$ cat config.mk
export PLATFORM = sky130hd
export DESIGN_NAME = refresh_scheduler
export DESIGN_NICKNAME = d
export VERILOG_FILES = /design/src/rtl/refsch_pkg.sv /design/src/rtl/ref_interval_timer.sv /design/src/rtl/ref_request_fsm.sv /design/src/rtl/ref_page_table.sv /design/src/rtl/refresh_scheduler.sv
export SDC_FILE = /design/constraint.sdc
export NUM_CORES = 1
export LEC_CHECK = 0
export ABC_AREA = 1
export BUFFER_PORTS_ARGS = -buffer_cell sky130_fd_sc_hd__clkbuf_2
export CORE_MARGIN = 10
export CORE_UTILIZATION = 53
export CTS_CLUSTER_SIZE = 20
export DETAILED_ROUTE_END_ITERATION = 8
export PLACE_DENSITY = 0.79
export SYNTH_ARGS = -nofsm -noshare
export SYNTH_HDL_FRONTEND = slang
export SYNTH_SLANG_ARGS = --single-unit
$ cat constraint.sdc
create_clock -name clk -period 1.4 [get_ports clk]
set_input_delay 0.28 -clock clk [delete_from_list [all_inputs] [get_ports clk]]
set_output_delay 0.28 -clock clk [all_outputs]
set_load 0.05 [all_outputs]
$ cat src/rtl/refsch_pkg.sv
package refsch_pkg;

    // Phase of the refresh request path.
    typedef enum logic [1:0] {
        RQ_IDLE = 2'd0,   // timer running
        RQ_WAIT = 2'd1,   // expired, held back by a busy transaction
        RQ_OUT  = 2'd2    // request raised, awaiting acknowledge
    } rq_phase_e;

endpackage

$ cat src/rtl/ref_interval_timer.sv
module ref_interval_timer #(
    parameter int               CNT_W          = 16,
    parameter logic [CNT_W-1:0] RESET_INTERVAL = 16'h0384
) (
    input  logic             clk,
    input  logic             rst_n,
    input  logic             cfg_we,
    input  logic [CNT_W-1:0] cfg_value,
    input  logic             hold,
    input  logic             restart,
    output logic             expire,
    output logic             enabled
);

    typedef struct packed {
        logic [CNT_W-1:0] interval;
        logic [CNT_W-1:0] count;
    } tmr_s;

    tmr_s tmr_d, tmr_q;

    always_comb begin
        tmr_d = tmr_q;
        if (cfg_we) begin
            tmr_d.interval = cfg_value;
            tmr_d.count    = '0;
        end else if (restart) begin
            tmr_d.count = '0;
        end else if (!hold && enabled && (tmr_q.count != tmr_q.interval)) begin
            tmr_d.count = tmr_q.count + CNT_W'(1);
        end
    end

    always_ff @(posedge clk or negedge rst_n) begin
        if (!rst_n) begin
            tmr_q.interval <= RESET_INTERVAL;
            tmr_q.count    <= '0;
        end else begin
            tmr_q <= tmr_d;
        end
    end

    assign enabled = (tmr_q.interval != '0);
    assign expire  = enabled && !hold && !cfg_we && (tmr_q.count == tmr_q.interval);

    // the counter never runs past the terminal count.
    a_r2_count_bounded: assert property (@(posedge clk) disable iff (!rst_n)
        tmr_q.count <= tmr_q.interval);

    // while a refresh is outstanding the count is frozen.
    a_r4_frozen_while_held: assert property (@(posedge clk) disable iff (!rst_n)
        (hold && !restart && !cfg_we) |=> (tmr_q.count == $past(tmr_q.count)));

endmodule

$ cat src/rtl/ref_request_fsm.sv
module ref_request_fsm
    import refsch_pkg::*;
(
    input  logic clk,
    input  logic rst_n,
    input  logic expire,
    input  logic cfg_we,
    input  logic xact_busy,
    input  logic ref_ack,
    output logic ref_req,
    output logic issue,
    output logic hold
);

    rq_phase_e ph_d, ph_q;

    always_comb begin
        ph_d = ph_q;
        unique case (ph_q)
            RQ_IDLE: begin
                if (expire) begin
                    ph_d = xact_busy ? RQ_WAIT : RQ_OUT;
                end
            end
            RQ_WAIT: begin
                if (cfg_we) begin
                    ph_d = RQ_IDLE;
                end else if (!xact_busy) begin
                    ph_d = RQ_OUT;
                end
            end
            RQ_OUT: begin
                if (ref_ack) begin
                    ph_d = RQ_IDLE;
                end
            end
            default: ph_d = RQ_IDLE;
        endcase
    end

    always_ff @(posedge clk or negedge rst_n) begin
        if (!rst_n) begin
            ph_q <= RQ_IDLE;
        end else begin
            ph_q <= ph_d;
        end
    end

    assign ref_req = (ph_q == RQ_OUT);
    assign issue   = ref_req && ref_ack;
    assign hold    = (ph_q != RQ_IDLE);

    // a raised request waits for its acknowledge.
    a_r5_req_held: assert property (@(posedge clk) disable iff (!rst_n)
        (ref_req && !ref_ack) |=> ref_req);

    // an acknowledged request drops at once.
    a_r5_req_drops: assert property (@(posedge clk) disable iff (!rst_n)
        (ref_req && ref_ack) |=> !ref_req);

    // a busy transaction keeps the request from rising.
    a_r3_busy_defers: assert property (@(posedge clk) disable iff (!rst_n)
        (!ref_req && xact_busy) |=> !ref_req);

endmodule

$ cat src/rtl/ref_page_table.sv
module ref_page_table #(
    parameter int BANKS = 4,
    parameter int ROW_W = 13
) (
    input  logic                     clk,
    input  logic                     rst_n,
    input  logic                     clear_all,
    input  logic                     open_en,
    input  logic [$clog2(BANKS)-1:0] open_bank,
    input  logic [ROW_W-1:0]         open_row,
    input  logic                     close_en,
    input  logic [$clog2(BANKS)-1:0] close_bank,
    input  logic [$clog2(BANKS)-1:0] lk_bank,
    input  logic [ROW_W-1:0]         lk_row,
    output logic                     lk_hit,
    output logic [BANKS-1:0]         valid
);

    localparam int BANK_W = $clog2(BANKS);

    typedef struct packed {
        logic [BANKS-1:0]            valid;
        logic [BANKS-1:0][ROW_W-1:0] rows;
    } pt_s;

    pt_s pt_d, pt_q;

    logic [BANKS-1:0]            nxt_valid;
    logic [BANKS-1:0][ROW_W-1:0] nxt_rows;

    for (genvar b = 0; b < BANKS; b++) begin : g_bank
        logic             v_n;
        logic [ROW_W-1:0] r_n;

        always_comb begin
            v_n = pt_q.valid[b];
            r_n = pt_q.rows[b];
            if (clear_all) begin
                v_n = 1'b0;
            end else if (open_en && (open_bank == BANK_W'(b))) begin
                v_n = 1'b1;
                r_n = open_row;
            end else if (close_en && (close_bank == BANK_W'(b))) begin
                v_n = 1'b0;
            end
        end

        assign nxt_valid[b] = v_n;
        assign nxt_rows[b]  = r_n;
    end

    always_comb begin
        pt_d       = pt_q;
        pt_d.valid = nxt_valid;
        pt_d.rows  = nxt_rows;
    end

    always_ff @(posedge clk or negedge rst_n) begin
        if (!rst_n) begin
            pt_q <= '0;
        end else begin
            pt_q <= pt_d;
        end
    end

    assign valid  = pt_q.valid;
    assign lk_hit = pt_q.valid[lk_bank] && (pt_q.rows[lk_bank] == lk_row);

    // a refresh empties the whole table.
    a_r8_clear_all: assert property (@(posedge clk) disable iff (!rst_n)
        clear_all |=> (valid == '0));

    // an open without a refresh marks its bank valid.
    a_r9_open_sets: assert property (@(posedge clk) disable iff (!rst_n)
        (open_en && !clear_all) |=> valid[$past(open_bank)]);

endmodule

$ cat src/rtl/refresh_scheduler.sv
module refresh_scheduler
    import refsch_pkg::*;
#(
    parameter int               CNT_W          = 16,
    parameter logic [CNT_W-1:0] RESET_INTERVAL = 16'h0384,
    parameter int               BANKS          = 4,
    parameter int               ROW_W          = 13
) (
    input  logic                     clk,
    input  logic                     rst_n,
    input  logic                     cfg_we,
    input  logic [CNT_W-1:0]         cfg_interval,
    input  logic                     xact_busy,
    output logic                     ref_req,
    input  logic                     ref_ack,
    input  logic                     pg_open,
    input  logic [$clog2(BANKS)-1:0] pg_open_bank,
    input  logic [ROW_W-1:0]         pg_open_row,
    input  logic                     pg_close,
    input  logic [$clog2(BANKS)-1:0] pg_close_bank,
    input  logic [$clog2(BANKS)-1:0] lk_bank,
    input  logic [ROW_W-1:0]         lk_row,
    output logic                     lk_hit,
    output logic [BANKS-1:0]         pg_valid
);

    logic tmr_expire;
    logic tmr_enabled;
    logic rq_issue;
    logic rq_hold;

    ref_interval_timer #(
        .CNT_W          (CNT_W),
        .RESET_INTERVAL (RESET_INTERVAL)
    ) u_timer (
        .clk       (clk),
        .rst_n     (rst_n),
        .cfg_we    (cfg_we),
        .cfg_value (cfg_interval),
        .hold      (rq_hold),
        .restart   (rq_issue),
        .expire    (tmr_expire),
        .enabled   (tmr_enabled)
    );

    ref_request_fsm u_req (
        .clk       (clk),
        .rst_n     (rst_n),
        .expire    (tmr_expire),
        .cfg_we    (cfg_we),
        .xact_busy (xact_busy),
        .ref_ack   (ref_ack),
        .ref_req   (ref_req),
        .issue     (rq_issue),
        .hold      (rq_hold)
    );

    ref_page_table #(
        .BANKS (BANKS),
        .ROW_W (ROW_W)
    ) u_pages (
        .clk        (clk),
        .rst_n      (rst_n),
        .clear_all  (rq_issue),
        .open_en    (pg_open),
        .open_bank  (pg_open_bank),
        .open_row   (pg_open_row),
        .close_en   (pg_close),
        .close_bank (pg_close_bank),
        .lk_bank    (lk_bank),
        .lk_row     (lk_row),
        .lk_hit     (lk_hit),
        .valid      (pg_valid)
    );

    // with refresh off and nothing outstanding, no request appears.
    a_r6_disabled_quiet: assert property (@(posedge clk) disable iff (!rst_n)
        (!tmr_enabled && !ref_req) |=> !ref_req);

    // the acknowledge edge of a refresh closes every page.
    a_r8_pages_closed: assert property (@(posedge clk) disable iff (!rst_n)
        (ref_req && ref_ack) |=> (pg_valid == '0 && !lk_hit));

endmodule

==> After elaboration in Yosys (flattened, before gate mapping) <==
Index checks and enable logic that the tools add are counted.
{ "op_classes": {"n_mux": 25, "n_bitwise": 1, "magnitude_cmp": 1, "reduce_logical": 31, "multipliers": 0, "div_mod_pow": 0, "shift": 0, "addsub": 1, "n_eq_ne": 14} }
{ "ops": {"columns": ["op", "n"], "rows": [
  ["two-way mux 16 bit", 3],
  ["binary-select mux 13 bit (select 2 bit)", 1],
  ["adder 16 x 1 -> 16 bit (second input constant)", 1],
  ["== test 16 bit", 1],
  ["inequality test 16 bit", 1],
  ["nonzero test 16 bit", 1],
  ["nonzero test 3 bit", 5],
  ["logical AND 1 bit", 14],
  ["== test 13 bit", 1],
  ["two-way mux 1 bit", 13],
  ["two-way mux 13 bit", 1],
  ["== test 2 bit (second input constant)", 5],
  ["two-way mux 2 bit", 5],
  ["AND reduction 2 bit", 4],
  ["== test 2 x 1 -> 1 bit (second input constant)", 3],
  ["zero test 2 bit", 3],
  ["case mux 2 bit (3 select lines)", 1],
  ["inequality test 2 bit (second input constant)", 2],
  ["less-than comparator 2 x 3 -> 1 bit (second input constant)", 1],
  ["inequality test 3 bit (second input constant)", 1],
  ["AND reduction 3 bit", 1],
  ["binary-select mux 1 bit (select 2 bit)", 1],
  ["zero test 1 bit", 2],
  ["nonzero test 2 bit", 1],
  ["NOT 1 bit", 1]
]} }
{ "word_totals": {"in_bits": 55, "out_inout_bits": 6, "reg_bits": 90, "latchBits": 0, "wordCells": 84, "memories": 0, "ram_bits": 0, "romBits": 0} }

==> Depth between registers and ports, before layout <==
{ "logic_depth": {"ltp_word": 7, "depth_mapped": 12, "depth_no_buf": 11} }

==> By module <==
From an unflattened synthesis, not the netlist that was laid out.
{ "unflattened": {"cells_unflattened": 691, "hier_area_um2": 4993.5} }
{ "modules_own_cells": {"columns": ["mod", "seq_area_each_um2", "area_per_inst_um2", "instances", "cells_per_inst"], "rows": [
  ["ref_page_table", 1401.3, 2827.7, 1, 370],
  ["ref_interval_timer", 805.8, 2052.0, 1, 303],
  ["ref_request_fsm", 50.0, 113.9, 1, 18]
]} }

==> Worst setup path after synthesis <==
No wires, ideal clock.
{ "synth_path": {"path_type": "reg2reg", "from": "reg u_req.ph_q[0]", "to": "reg u_pages.pt_q, in the netlist u_pages.valid[0]", "setup_slack_ps": -624, "path_stages_with_launch": 7, "path_buffers": 2, "t_arrival_ps": 1887, "required_ps": 1262, "synth_period_minus_slack_ps": 2024, "setup_ps": 138, "cell_sequence": "dfrtp_1 -> nor2_1 -> nand2_1 -> buf_4 -> nand3_2 -> clkbuf_1 -> o21ai_0"} }
{ "synth_between": {"elab_chain_len": 3, "word_cells_on_any_way": 4, "cone_classes": "eq/ne: 1; mux: 1; reduce/logical: 2"} }
{ "synth_lines": {"columns": ["item", "line", "rtl"], "rows": [
  ["from (decl)", "ref_request_fsm.sv:15", "rq_phase_e ph_d, ph_q;"],
  ["from (signal assigned)", "ref_request_fsm.sv:45", "ph_q <= ph_d;"],
  ["== test 2 bit *", "ref_request_fsm.sv:49", "assign ref_req = (ph_q == RQ_OUT);"],
  ["net ref_req", "refresh_scheduler.sv:14", "output logic ref_req,"],
  ["logical AND 1 bit *", "ref_request_fsm.sv:50", "assign issue = ref_req && ref_ack;"],
  ["nonzero test 3 bit (no source line) / two-way mux 1 bit (equally long branches)", null, null],
  ["to (signal assigned)", "ref_page_table.sv:62", "pt_q <= pt_d;"],
  ["to (decl)", "ref_page_table.sv:26", "pt_s pt_d, pt_q;"]
]} }
The timed path passes the listed nets; every way through them passes the cells marked *.
A chain may end at the register's enable or synchronous reset.

==> Worst setup path in the final report <==
{ "layout_path": {"from": "reg u_pages.pt_q[3] in the netlist's numbering", "to": "out lk_hit"} }
{ "layout_between": {"elab_chain_len": 4} }
{ "layout_lines": {"columns": ["item", "line", "rtl"], "rows": [
  ["binary-select mux 13 bit (select 2 bit)", "ref_page_table.sv:67", "assign lk_hit = pt_q.valid[lk_bank] && (pt_q.rows[lk_bank] == lk_row);"],
  ["two-way mux 13 bit (implied by the code)", "ref_page_table.sv:67", null],
  ["== test 13 bit", "ref_page_table.sv:67", null],
  ["logical AND 1 bit", "ref_page_table.sv:67", null],
  ["to (decl)", "refresh_scheduler.sv:23", "output logic lk_hit,"]
]} }
Every way passes these cells. The select of a mux whose other input is x is not followed.

==> flow_summary_export.csv <==
group,metric,value,unit
drt,routed.top_layer,"met4",
clock_tree,clock_path_buffers,2,
sta,hold-worst-slack,101,ps
drt,drt_iter0_drc,517,
yosys,ys_warn_count,0,
clock_tree,htreeDepth,3,
clock_tree,cts_tree,"done",
pwr,intPower,5.45,mW
sta,period_minus_slack,1990,ps
critical_path,crit_end,"lk_hit",
layout,final_nets,859,
sta,fmax,501,MHz
yosys,avgSynthCellArea,7.23,µm²
yosys,syn_inst,672,
drt,wl_met2,7.33,mm
grt,antenna_found_initial,0,
sta,worst_slew_pin_slew,555,ps
clock_tree,clock_latency,370,ps
clock_tree,clock-root-buffer,"clkbuf_8",
sta,setup_ws,-595,ps
yosys,synth.distinct_cells,29,
critical_path,worstPathCellList,"nand2_1 > nand3_1 > nand2_1 > nand2_1 > nand4_1 > nor2_2 > nand2_2 > nor2_4 > buf_12",
pwr,total_power,9.01,mW
placement,dpl.hpwl,8.93,mm
drt,via_per_inst,5.52,
drt,postRouteAntennaNets,0,
pwr,pwr-share-comb,41.4,%
layout,drive_gt1_share,32.2,%
sta,rsz0062_at_grt,"yes",
yosys,ys.flop_type,"dfrtp_1",
pwr,net-switching-power,3.56,mW
yosys,synth.cell_area,0.00486,mm²
pwr,p_per_area,1360,mW/mm²
yosys,synth-seq-cells,90,
pwr,ir_drop,0.710,mV
sta,slew_viol_final,0,
pwr,leakage,3.30,nW
yosys,synth_edf_count,0,
sta,hold_violations,0,
sta,fin_worst_skew,18.0,ps
critical_path,timing.rr.start,"u_timer.tmr_q[0]",
critical_path,cpMostUsedCell,"nand2_1",
layout,multi_input_comb_area,0.00259,mm²
yosys,synth.area.top_cells,"dfrtp_1 (44%), nand2_1 (20%), o21ai_0 (7.8%), nand3_1 (5.6%), inv_1 (4.3%)",
critical_path,cpPeakStageDelay,380,ps
drt,avgRoutedWirePerCell,16.2,µm
critical_path,rr_endpoint,"u_timer.tmr_q[14]",
run,cap_violations,0,
drt,wl_met1,5.97,mm
run_status,violations,"negative setup slack",
critical_path,crit_start,"u_pages.pt_q[3]",
critical_path,cp_max_fo,2,
yosys,synth_fp_nets,728,
yosys,yosys.area.top_type,"dfrtp_1",
placement,place.gp.congestion,0.834,
clock_tree,cts_made_buffers,9,
clock_tree,cts_num_sinks,90,
pwr,clkPwrFrac,19.3,%
layout,seq_area,0.00226,mm²
min_path,hold_depth,3,
critical_path,crit_path_end_kind,"primary output",
drt,wl_met3,1.18,mm
clock_tree,clkTransAtPathRegs,100,ps
die,dieWidth,116,µm
pwr,switching_share,39.6,%
grt,grt_usage,20.4,%
layout,fillers,585,
die,io_pins,61,
critical_path,critPathKind,"register to primary output",
yosys,synth_top_area_share,44.3,%
placement,numPortBuffers,60,
yosys,seq_area_frac_synth,46.5,%
layout,post-route-util,75.4,%
die,initial_core_util,55.1,%
die,dieHeight,116,µm
die,placementRows,34,
min_path,hold_class,"primary input to register",
critical_path,required,1120,ps
drt,drt-total-wl,14.9,mm
critical_path,r2r_cells,13,
layout,diodes,0,
drt,drcViolationCount,0,
drt,via_count,5053,
placement,place_ws,-486,ps
run_status,status,"finished, violations left",
layout,area_delta_synth_final,36.7,%
grt,grt_max_degree,47,
critical_path,reg2reg_slack,-350,ps
die,core,0.00881,mm²
yosys,synthArstFlopShare,100,%
grt,grt_pass1_vias,4991,
sta,worst_slew_margin_rel,63.0,%
pwr,seq_power_share,39.3,%
critical_path,crit_path_start_kind,"register",
drt,first_pass_iters,5,
critical_path,worst_path_max_delay_cell,"dfrtp_1",
sta,setup_violations,33,
grt,grt_overflow,0,
critical_path,cp.arrival,1710,ps
die,dieArea,0.0134,mm²
sta,finalCritPeriodShare,142,%
grt,grt_first_pass_wirelength,22.5,mm
-- cell families after synthesis --
family                   Yosys count  share of synthesized area (%)
XOR/XNOR                          13                           2.34
buffers and inverters             93                           8.22
flip-flops                        90                           46.5
adder cells (fa/ha/maj)            1                          0.258
AO/OA/AOI/OAI                     89                           9.53
AND/OR/NAND/NOR                  386                           33.2
-- flip-flops by register name, summed over array words and instances, names as in the netlist --
signal / count
u_req.ph_q: 2
u_pages.valid: 4
u_timer.tmr_q: 32
u_pages.pt_q: 52
-- synth_stat cells, types with 2 or more instances --
library cell	instances
o31ai_1	4
a21oi_1	5
nor2_2	3
buf_4	5
nand3_1	54
nand2_1	256
xor2_1	13
inv_1	56
nand4_1	3
dfstp_2	4
o211ai_1	2
clkbuf_1	9
o21ai_0	76
nand3b_1	4
buf_2	13
nor4_1	2
nand2_4	2
nor3_1	11
buf_6	2
nor2_1	46
nand3_2	2
inv_2	8
dfrtp_1	86
-- metrics by stage --
step | setup TNS [ps] | std cells | cell area, µm²
after floorplan | -1270 | 672 | 5060
after global placement | -3220 | 874 | 5810
after detailed placement | -5270 | 874 | 5810
after CTS | -4450 | 905 | 6290
after global routing | -9130 | 916 | 6640
final | -6020 | 916 | 6640
-- repair_timing --
action / CTS / global route
buffers inserted: 12 / 14
setup endpoints to repair: 65 / 43
gates resized for setup: 31 / 75
cloned: 3 / 4
pin swaps: 17 / 31
hold buffers: 1 / 0
endpoints found under the hold margin: 17 / 0
-- worst min-delay path by stage --
stage | from | to | slack, ps
after floorplan | rst_n | u_pages.pt_q[0] | -20
after global placement | rst_n | u_req.ph_q[0] | 210
after detailed placement | rst_n | u_timer.tmr_q[16] | 220
after CTS | cfg_interval[9] | u_timer.tmr_q[25] | 90
after global routing | cfg_interval[9] | u_timer.tmr_q[25] | 90
final | cfg_interval[9] | u_timer.tmr_q[25] | 100
-- power by group through the flow --
| stage | combinational, mW | sequential (mW) | clock, mW |
|---|---|---|---|
| 6_report | 3.73 | 3.54 | 1.74 |
| 5_1_grt | 4.05 | 3.59 | 1.88 |
| 4_1_cts | 3.24 | 3.50 | 1.77 |
| 3_5_place_dp | 2.56 | 3.55 | 0 |
| 3_3_place_gp | 2.47 | 3.53 | 0 |
| 2_1_floorplan | 1.87 | 3.45 | 0 |
-- routing by layer --
metal  up-vias  track usage [%]
met3        43             3.67
met1      2367             25.2
li1       2393                -
met5         -                0
met4         0             7.09
met2       250             35.3
-- cells in the final DEF (no fill, tap or decap), drive strengths merged --
| master | synthesis | final |
|---|---|---|
| a21oi | 5 | 5 |
| buf | 20 | 89 |
| clkbuf | 9 | 65 |
| clkinv | 0 | 1 |
| clkinvlp | 0 | 2 |
| dfrtp | 86 | 86 |
| dfstp | 4 | 4 |
| dlygate4sd3 | 0 | 1 |
| ha | 1 | 1 |
| inv | 64 | 68 |
| nand2 | 259 | 260 |
| nand3 | 56 | 58 |
| nand3b | 4 | 4 |
| nand4 | 4 | 4 |
| nor2 | 49 | 49 |
| nor3 | 12 | 12 |
| nor4 | 2 | 2 |
| o211ai | 2 | 2 |
| o21ai | 77 | 77 |
| o21bai | 1 | 1 |
| o31ai | 4 | 4 |
| xor2 | 13 | 13 |
-- critical path: cells and delay by family, from the launching register on --
kind          cells  cell delay, ps
flops             1             380
simple gates      8             840
buf+inv           1             140
-- area by class of cell --
type                       instances  area share (%)
timing repair buffer             146            18.0
sequential                        90            34.0
clock buffer                       9            1.87
inverter                          64            3.96
tap                              108            2.04
clock inverter                     7            1.04
multi-input combinational        492            39.1
Note: power is estimated with default switching activity, not from simulation.
